<file path="src/rtl/stride_pf_pkg.sv">
package stride_pf_pkg;

  // Confidence level of one history entry.
  typedef enum logic [1:0] {
    CONF_INIT   = 2'd0,
    CONF_TRANS  = 2'd1,
    CONF_STEADY = 2'd2
  } conf_e;

endpackage

</file>
<file path="src/rtl/spf_table.sv">
module spf_table
  import stride_pf_pkg::*;
#(
  parameter int IDX_W  = 4,
  parameter int TAG_W  = 28,
  parameter int ADDR_W = 32
) (
  input  logic              clk,
  input  logic              rst_n,
  input  logic [IDX_W-1:0]  rd_idx,
  output logic              rd_valid,
  output logic [TAG_W-1:0]  rd_tag,
  output logic [ADDR_W-1:0] rd_prev,
  output logic [ADDR_W-1:0] rd_stride,
  output conf_e             rd_state,
  input  logic              wr_en,
  input  logic [IDX_W-1:0]  wr_idx,
  input  logic [TAG_W-1:0]  wr_tag,
  input  logic [ADDR_W-1:0] wr_prev,
  input  logic [ADDR_W-1:0] wr_stride,
  input  conf_e             wr_state
);

  localparam int DEPTH = 1 << IDX_W;

  logic              ent_v      [DEPTH];
  logic [TAG_W-1:0]  ent_tag    [DEPTH];
  logic [ADDR_W-1:0] ent_prev   [DEPTH];
  logic [ADDR_W-1:0] ent_stride [DEPTH];
  conf_e             ent_state  [DEPTH];

  for (genvar g = 0; g < DEPTH; g++) begin : g_ent
    logic sel;
    assign sel = wr_en && (wr_idx == IDX_W'(g));

    always_ff @(posedge clk or negedge rst_n) begin
      if (!rst_n) begin
        ent_v[g]      <= 1'b0;
        ent_tag[g]    <= '0;
        ent_prev[g]   <= '0;
        ent_stride[g] <= '0;
        ent_state[g]  <= CONF_INIT;
      end else if (sel) begin
        ent_v[g]      <= 1'b1;
        ent_tag[g]    <= wr_tag;
        ent_prev[g]   <= wr_prev;
        ent_stride[g] <= wr_stride;
        ent_state[g]  <= wr_state;
      end
    end
  end

  assign rd_valid  = ent_v[rd_idx];
  assign rd_tag    = ent_tag[rd_idx];
  assign rd_prev   = ent_prev[rd_idx];
  assign rd_stride = ent_stride[rd_idx];
  assign rd_state  = ent_state[rd_idx];

  // a written slot holds the written previous address afterwards.
  a_r12_prev_written: assert property (@(posedge clk) disable iff (!rst_n)
    wr_en |=> ent_prev[$past(wr_idx)] == $past(wr_prev));

  // a written slot is occupied afterwards with the written tag.
  a_r9_slot_taken: assert property (@(posedge clk) disable iff (!rst_n)
    wr_en |=> ent_v[$past(wr_idx)] && ent_tag[$past(wr_idx)] == $past(wr_tag));

endmodule

</file>
<file path="src/rtl/spf_next.sv">
module spf_next
  import stride_pf_pkg::*;
#(
  parameter int ADDR_W = 32
) (
  input  logic              hit,
  input  conf_e             cur_state,
  input  logic [ADDR_W-1:0] cur_prev,
  input  logic [ADDR_W-1:0] cur_stride,
  input  logic [ADDR_W-1:0] addr,
  output logic [ADDR_W-1:0] nxt_prev,
  output logic [ADDR_W-1:0] nxt_stride,
  output conf_e             nxt_state,
  output logic              pf_req,
  output logic [ADDR_W-1:0] pf_addr
);

  logic [ADDR_W-1:0] step;
  logic              same_step;

  assign step      = addr - cur_prev;
  assign same_step = (step == cur_stride);
  assign nxt_prev  = addr;

  always_comb begin
    nxt_stride = '0;
    nxt_state  = CONF_INIT;
    if (hit) begin
      nxt_stride = step;
      unique case (cur_state)
        CONF_TRANS, CONF_STEADY: nxt_state = same_step ? CONF_STEADY : CONF_TRANS;
        default:                 nxt_state = CONF_TRANS;
      endcase
    end
  end

  assign pf_req  = (nxt_state == CONF_STEADY) && (nxt_stride != '0);
  assign pf_addr = addr + nxt_stride;

endmodule

</file>
<file path="src/rtl/spf_out_reg.sv">
module spf_out_reg #(
  parameter int ADDR_W = 32
) (
  input  logic              clk,
  input  logic              rst_n,
  input  logic              up_valid,
  output logic              up_ready,
  input  logic              up_pf,
  input  logic [ADDR_W-1:0] up_addr,
  output logic              pf_valid,
  input  logic              pf_ready,
  output logic [ADDR_W-1:0] pf_addr
);

  logic take;

  assign up_ready = !pf_valid || pf_ready;
  assign take     = up_valid && up_ready;

  always_ff @(posedge clk or negedge rst_n) begin
    if (!rst_n) begin
      pf_valid <= 1'b0;
      pf_addr  <= '0;
    end else if (take) begin
      pf_valid <= up_pf;
      if (up_pf) pf_addr <= up_addr;
    end else if (pf_ready) begin
      pf_valid <= 1'b0;
    end
  end

  // a stalled request keeps its contents.
  a_r10_hold: assert property (@(posedge clk) disable iff (!rst_n)
    pf_valid && !pf_ready |=> pf_valid && $stable(pf_addr));

  // a request only appears after an accepted load.
  a_r11_source: assert property (@(posedge clk) disable iff (!rst_n)
    $rose(pf_valid) |-> $past(take));

endmodule

</file>
<file path="src/rtl/stride_prefetcher.sv">
module stride_prefetcher
  import stride_pf_pkg::*;
#(
  parameter int PC_W   = 32,
  parameter int ADDR_W = 32,
  parameter int IDX_W  = 4
) (
  input  logic              clk,
  input  logic              rst_n,
  input  logic              ld_valid,
  output logic              ld_ready,
  input  logic [PC_W-1:0]   ld_pc,
  input  logic [ADDR_W-1:0] ld_addr,
  output logic              pf_valid,
  input  logic              pf_ready,
  output logic [ADDR_W-1:0] pf_addr
);

  localparam int TAG_W = PC_W - IDX_W;

  logic [IDX_W-1:0]  idx;
  logic [TAG_W-1:0]  tag;
  logic              rd_valid;
  logic [TAG_W-1:0]  rd_tag;
  logic [ADDR_W-1:0] rd_prev;
  logic [ADDR_W-1:0] rd_stride;
  conf_e             rd_state;
  logic              hit;
  logic              ld_fire;
  logic [ADDR_W-1:0] nxt_prev;
  logic [ADDR_W-1:0] nxt_stride;
  conf_e             nxt_state;
  logic              nxt_pf;
  logic [ADDR_W-1:0] nxt_pf_addr;

  assign idx     = ld_pc[IDX_W-1:0];
  assign tag     = ld_pc[PC_W-1:IDX_W];
  assign hit     = rd_valid && (rd_tag == tag);
  assign ld_fire = ld_valid && ld_ready;

  spf_table #(.IDX_W(IDX_W), .TAG_W(TAG_W), .ADDR_W(ADDR_W)) u_table (
    .clk       (clk),
    .rst_n     (rst_n),
    .rd_idx    (idx),
    .rd_valid  (rd_valid),
    .rd_tag    (rd_tag),
    .rd_prev   (rd_prev),
    .rd_stride (rd_stride),
    .rd_state  (rd_state),
    .wr_en     (ld_fire),
    .wr_idx    (idx),
    .wr_tag    (tag),
    .wr_prev   (nxt_prev),
    .wr_stride (nxt_stride),
    .wr_state  (nxt_state)
  );

  spf_next #(.ADDR_W(ADDR_W)) u_next (
    .hit        (hit),
    .cur_state  (rd_state),
    .cur_prev   (rd_prev),
    .cur_stride (rd_stride),
    .addr       (ld_addr),
    .nxt_prev   (nxt_prev),
    .nxt_stride (nxt_stride),
    .nxt_state  (nxt_state),
    .pf_req     (nxt_pf),
    .pf_addr    (nxt_pf_addr)
  );

  spf_out_reg #(.ADDR_W(ADDR_W)) u_out (
    .clk      (clk),
    .rst_n    (rst_n),
    .up_valid (ld_valid),
    .up_ready (ld_ready),
    .up_pf    (nxt_pf),
    .up_addr  (nxt_pf_addr),
    .pf_valid (pf_valid),
    .pf_ready (pf_ready),
    .pf_addr  (pf_addr)
  );

  // a load that misses the table never prefetches.
  a_r2_miss_silent: assert property (@(posedge clk) disable iff (!rst_n)
    ld_fire && !hit |=> !pf_valid);

  // a confirmed nonzero step in a trained entry yields address plus step.
  a_r4_confirmed: assert property (@(posedge clk) disable iff (!rst_n)
    ld_fire && hit && (rd_state != CONF_INIT) && (ld_addr - rd_prev == rd_stride)
      && (rd_stride != '0)
    |=> pf_valid && pf_addr == $past(ld_addr + rd_stride));

  // the second access of an instruction never prefetches.
  a_r3_second_silent: assert property (@(posedge clk) disable iff (!rst_n)
    ld_fire && hit && (rd_state == CONF_INIT) |=> !pf_valid);

  // a zero step is never requested.
  a_r6_zero_silent: assert property (@(posedge clk) disable iff (!rst_n)
    ld_fire && (ld_addr == rd_prev) |=> !pf_valid);

endmodule

</file>
<file path="config.mk">
export PLATFORM = sky130hd
export DESIGN_NAME = stride_prefetcher
export DESIGN_NICKNAME = d
export VERILOG_FILES = /design/src/rtl/stride_pf_pkg.sv /design/src/rtl/spf_table.sv /design/src/rtl/spf_next.sv /design/src/rtl/spf_out_reg.sv /design/src/rtl/stride_prefetcher.sv
export SDC_FILE = /design/constraint.sdc
export NUM_CORES = 2
export LEC_CHECK = 0
export BUFFER_PORTS_ARGS = -buffer_cell sky130_fd_sc_hd__buf_2
export CORE_MARGIN = 2
export CORE_UTILIZATION = 45
export DETAILED_ROUTE_END_ITERATION = 12
export GPL_TIMING_DRIVEN = 0
export PLACE_DENSITY = 0.63
export SETUP_SLACK_MARGIN = 0.5
export SYNTH_ARGS = -nofsm -noshare
export SYNTH_HDL_FRONTEND = slang
export SYNTH_SLANG_ARGS = --single-unit
</file>
<file path="constraint.sdc">
create_clock -name clk -period 13.18 [get_ports clk]
set_input_delay 0.659 -clock clk [delete_from_list [all_inputs] [get_ports clk]]
set_output_delay 0.659 -clock clk [all_outputs]
set_load 0.01 [all_outputs]
</file>
---- Word-level counts from Yosys, hierarchy flattened ----
Cells that the tools add are included.
storage, ports and cells
  register bits ........................... 1553
  bits of input ports ..................... 68
cells by class
  add/subtract/negate cells ............... 2
  order comparisons ....................... 1
  equal/unequal tests ..................... 20
  multiplexer cells ....................... 21
  bitwise operators ....................... 1
  reduce and logical (&&, ||, !) cells .... 26
operator list
  kind                                                                    count
  32-bit binary-select mux with 4-bit select                              2
  32-bit two-way mux                                                      5
  28-bit binary-select mux with 4-bit select                              1
  28-bit two-way mux                                                      2
  32-bit adder                                                            1
  32-bit equality test                                                    1
  4-bit equality test (second input constant)                             8
  32-bit nonzero test                                                     1
  32-bit subtractor                                                       1
  28-bit equality test                                                    1
  1-bit logical AND                                                       19
  4-bit by 3-bit equality test with 1-bit output (second input constant)  4
  2-bit two-way mux                                                       5
  2-bit binary-select mux with 4-bit select                               1
  4-bit by 2-bit equality test with 1-bit output (second input constant)  2
  5-bit greater-or-equal comparator (second input constant)               1
  4-bit inverter with 5-bit output                                        1
  1-bit binary-select mux with 4-bit select                               1
  2-bit equality test (second input constant)                             2
  4-bit by 1-bit equality test with 1-bit output (second input constant)  1
  4-bit logical NOT                                                       1
  1-bit two-way mux                                                       4
  2-bit by 1-bit equality test with 1-bit output (second input constant)  1
  2-bit AND reduction                                                     1
  other kinds (4)                                                         4

---- Logic depth before layout (Yosys ltp) ----
  depth in word-level cells ............... 12
  gate-level depth with buffers ........... 36

---- By module ----
A second synthesis with hierarchy kept.
unflattened totals
  cell total of the unflattened synthesis .. 4974
  area total of the unflattened synthesis .. 74107.3 um^2
modules (own cells, without submodules)
  module             instances  cells an instance  area each (um^2)
  spf_table          1          4120               67254.5
  spf_next           1          742                5129.9
  spf_out_reg        1          73                 1405.1
  stride_prefetcher  1          39                 317.8

---- Worst setup path after synthesis ----
OpenSTA, ideal clock, no wires.
  kind .................................... input port to flip-flop
  start point ............................. input ld_pc[0]
  end point ............................... register u_out.pf_addr[26]
  setup time .............................. 0.125 ns
  arrival time ............................ 8.059 ns
  path slack .............................. 4.996 ns
  stages on the path ...................... 35
  cells stage by stage .................... buf_6 -> buf_6 -> buf_8 -> buf_6 -> buf_8 -> buf_6 -> buf_8 -> clkbuf_1 -> buf_1 -> mux4_2 -> mux4_2 -> inv_1 -> ha_1 -> a221o_1 -> and3_1 -> o21a_1 -> or4_1 -> nand4_1 -> or2_2 -> clkbuf_1 -> clkbuf_1 -> inv_1 -> ha_1 -> a21o_1 -> a21oi_1 -> o2bb2ai_1 -> a311oi_1 -> o311ai_0 -> a21oi_1 -> nor2b_1 -> nor2_1 -> inv_1 -> a31oi_1 -> xnor2_1 -> mux2_4
on the way
  elaborated cells between the ends (all ways) .. 32
  those cells by class .................... add/sub (2); eq/ne (5); mux (19); bitwise (1); reduce/logical (5)
RTL lines
  what                                                                       RTL line                                           text
  start: declaration                                                         stride_prefetcher.sv:12                            input logic [PC_W-1:0] ld_pc,
  4-bit inverter with 5-bit output (implied by the code) *                   spf_table.sv:53, spf_table.sv:54, spf_table.sv:55
  parallel branches: the longest is 5 deep, another holds 32-bit subtractor  --
  32-bit two-way mux *                                                       spf_next.sv:28                                     if (hit) begin
  net nxt_stride[11]                                                         stride_prefetcher.sv:31                            logic [ADDR_W-1:0] nxt_stride;
  parallel branches: the longest is 3 deep, another holds 32-bit adder       --
  end signal: assignment                                                     spf_out_reg.sv:26                                  if (up_pf) pf_addr <= up_addr;
  end: declaration                                                           spf_out_reg.sv:12                                  output logic [ADDR_W-1:0] pf_addr
Mark *: on every way through the listed nets, which the timed path passes. The select of a mux whose other input is x is not followed.
A chain may end at the register's enable or synchronous reset.

---- Worst setup path after layout ----
  start point ............................. input ld_pc[2]
  end point ............................... register u_out.pf_addr[26]
Same word-level chain as after synthesis.

==> impl_metrics.csv <==
group,metric,value,unit
route,postRouteAntennaNets,0,
critical_path,cp_slowest_stage_delay,1.21,ns
floorplanning,start_util,0.4528,
finish,area_growth,12.55,%
clock_tree,cts_root_buf,"clkbuf_16",
global_route,grt_max_degree,171,
synthesis,synthesis.nets,6038,
critical_path,critPathBufInv,13,
synthesis,synth-simple-area-share,0.06713,
global_route,grtUsageTotal,0.3224,
outcome,violations,"max-capacitance violations, max-slew violations",
synthesis,synth_cell_types,89,
synthesis,synth_top_family_by_area,"multiplexers",
timing,tightest_slew,1.588,ns
clock_tree,cts_setup_buffers,0,
synthesis,synth_compound_area_frac,0.08411,
synthesis,seq_area_frac_synth,0.5273,
timing,setup_viol_count_final,0,
timing,finalSetupTns,0,ns
critical_path,crit_slowest_cell,"buf_1",
global_route,antenna_found_initial,29,
route,viasPerCell,6.283,
clock_tree,max-clock-path-buffers,3,
clock_tree,numCtsBuffers,166,
route,via_count,53350,
global_route,grt.overflow.total,0,
critical_path,required,13.87,ns
timing,finalClockSkew,0.04666,ns
clock_tree,cts_tree,"built",
critical_path,cp-start-kind,"input pin",
floorplanning,ioPinCount,102,
floorplanning,die-height,408.7,um
synthesis,syn_area,0.07370,sq mm
clock_tree,clkLatencyLatePin,0.85,ns
finish,post-route-util,0.5096,
global_route,grt_pass1_vias,53320,
synthesis,synth_mux_area_frac,0.2600,
critical_path,cp_data_arrival_time,13.49,ns
timing,holdWs,0.2089,ns
critical_path,cp_max_fo,10,
timing,rsz0062_at_grt,"no",
clock_tree,clkTransAtPathRegs,0.06,ns
synthesis,synth_xor_area_frac,0.01377,
timing,finalCriticalPeriod,12.80,ns
synthesis,synth.top_cell.area_share,0.5273,
finish,drive_gt1_frac,0.2684,
global_route,grt_pass1_wl,385900,um
synthesis,synth_adder_area_share,0.01226,
synthesis,synth_area_leaders,"dfrtp_1 (53%), mux4_2 (12%), mux2_2 (12%), o21ai_0 (5.3%), nand2_1 (4.3%)",
clock_tree,clkSinkCount,1553,
synthesis,yosysWarnings,0,
critical_path,end_kind,"flop",
power_and_ir_drop,p_per_area,158.9,mW/mm^2
worst_hold_path,hold_path.class,"input pin to flop",
place,dp_slack,0.1939,ns
route,drt_first_iter_violations,6199,
timing,fin_crit_sh,0.9709,
place,hpwl,188000,um
floorplanning,core,0.1628,sq mm
timing,slew_violations,22,
synthesis,synthFlopType,"dfrtp_1",
clock_tree,htree_levels,4,
place,globalplace.congestion,0.9878,
place,port_buffers,83,
clock_tree,cts_resized,0,
route,wirelength,270400,um
synthesis,async_flop_share,1.000,
power_and_ir_drop,peakVddDrop,0.0001378,V
critical_path,critical_path_class,"input pin to flop",
timing,maxSlewHeadroom,-0.05846,
synthesis,avgSynthCellArea,12.49,sq um
synthesis,ys_ff_latch,1553,
synthesis,synth_largest_area_cell,"dfrtp_1",
synthesis,synth_cells,5899,
floorplanning,num_rows,148,
finish,num-fill-cells,14160,
timing,post-route-worst-setup-slack,0.3836,ns
power_and_ir_drop,p_leak,36.33,nW
floorplanning,die_area,0.1670,sq mm
route,wl_per_cell,31.85,um
critical_path,crit_family,"buffers and inverters",
flow_run,max_cap_violations,2,
route,first_pass_iters,8,
critical_path,cpMostUsedCell,"clkbuf_1",
timing,hold_viol,0,
finish,num-nets-final,6303,
floorplanning,die_x,408.7,um
route,drc_errors,0,
outcome,status,"finished, violations left",
timing,fmax,0.07815,GHz
synthesis,synth_edf_count,0,
metal layers:
layer	track usage	up-vias	part of all wire
li1	-	21780	-
met1	0.4064	27960	0.38
met2	0.4858	2814	0.45
met3	0.1035	777	0.10
met4	0.1933	16	0.068
met5	0.003736	-	0.00067
final timing paths:
| check | startpoint | endpoint | slack [ns] | depth (start not counted) |
|---|---|---|---|---|
| min reg2reg | u_table.ent_v[12]$_DFFE_PN0P_ | u_table.ent_v[12]$_DFFE_PN0P_ | 0.47 | 1 |
| min in group asynchronous | rst_n | u_table.ent_tag[123]$_DFFE_PN0P_ | 0.50 | 2 |
| min | pf_ready | u_out.pf_valid$_DFFE_PN0P_ | 0.21 | 3 |
| max | ld_pc[2] | u_out.pf_addr[26]$_DFFE_PN0P_ | 0.38 | 32 |
| max reg2reg | u_table.ent_tag[169]$_DFFE_PN0P_ | u_out.pf_addr[26]$_DFFE_PN0P_ | 4.03 | 26 |
| max in group asynchronous | rst_n | u_table.ent_prev[248]$_DFFE_PN0P_ | 10.00 | 5 |
worst min-delay path: cells and delay by family:
kind	cells	cell delay [ns]
AND/OR/NAND/NOR	2	0.25
buffers and inverters	1	0.07
cell type report:
class	instances	area, sq um	share of cell area
Antenna cell	15	37.54	0.0004525
Buffer	521	2253	0.02717
Clock buffer	249	4977	0.06001
Clock inverter	56	724.4	0.008734
Inverter	96	360.3	0.004344
Multi-Input combinational cell	3729	32240	0.3887
Sequential cell	1553	38860	0.4685
Tap cell	2175	2721	0.03281
Timing Repair Buffer	97	765.7	0.009232
cell families after synthesis:
logic type / Yosys count
AO/OA/AOI/OAI: 1094
flip-flops: 1553
adder cells (fa/ha/maj): 71
XOR/XNOR: 111
AND/OR/NAND/NOR: 1145
multiplexers: 1308
buffers and inverters: 617
through the flow:
stage	total power [mW]	instance area, sq um	std cells
after global routing	13.62	82920	8482
after detailed placement	8.307	77140	8168
after CTS	13.15	82850	8474
after global placement	8.224	76830	8157
after floorplan	7.405	73700	5899
final	13.18	82940	8491
state kept, by name, summed over array words and instances (netlist names):
signal,flops
u_table.ent_stride,512
u_out.pf_addr,32
u_table.ent_prev,512
u_out.pf_valid,1
u_table.ent_state,32
u_table.ent_v,16
u_table.ent_tag,448
layout by cell type (no fill, tap or decap), types with 14 or more instances in the layout:
cell type  synthesis  final
a21o_1            27     27
a21oi_1           69     69
a221oi_1          15     15
a22o_1            14     14
a22oi_1           16     16
and3_1            15     15
buf_1             98     96
buf_2             33    117
buf_6             17     19
clkbuf_1         360    391
clkbuf_16          0    167
clkbuf_8           0     49
clkinv_2           0     23
dfrtp_1         1553   1553
diode_2            0     15
ha_1              69     69
inv_1             93     93
mux2_2           788    788
mux2_4            23     23
mux2i_1          100    100
mux4_2           397    397
nand2_1          845    845
nand2b_1          32     32
nand3_1           24     24
nand4_1           22     22
nor2_1            70     70
nor2b_1           14     14
nor3_1            20     20
o21ai_0          781    781
o22ai_1           18     18
o31ai_1           38     38
or2_2             29     29
or3_1             16     16
xnor2_1           66     66
xor2_1            42     42
cells in the mapped netlist, types with 27 or more instances:
library cell and n:
a21o_1 27, a21oi_1 69, buf_1 98, buf_2 33, clkbuf_1 360, dfrtp_1 1553, ha_1 69, inv_1 93
mux2_2 788, mux2i_1 100, mux4_2 397, nand2_1 845, nand2b_1 32, nor2_1 70, o21ai_0 781, o31ai_1 38
or2_2 29, xnor2_1 66, xor2_1 42
where the power goes:
group	switching (mW)	internal (mW)
Combinational	1.38	1.14
Sequential	0.333	5.44
Clock	2.05	2.84
what timing repair did:
item                       4_1_cts  5_1_grt
hold endpoints to repair       140        0
hold buffers                     1        0
setup endpoints to repair        0        0
No activity file was read; power rests on OpenSTA's default activity.
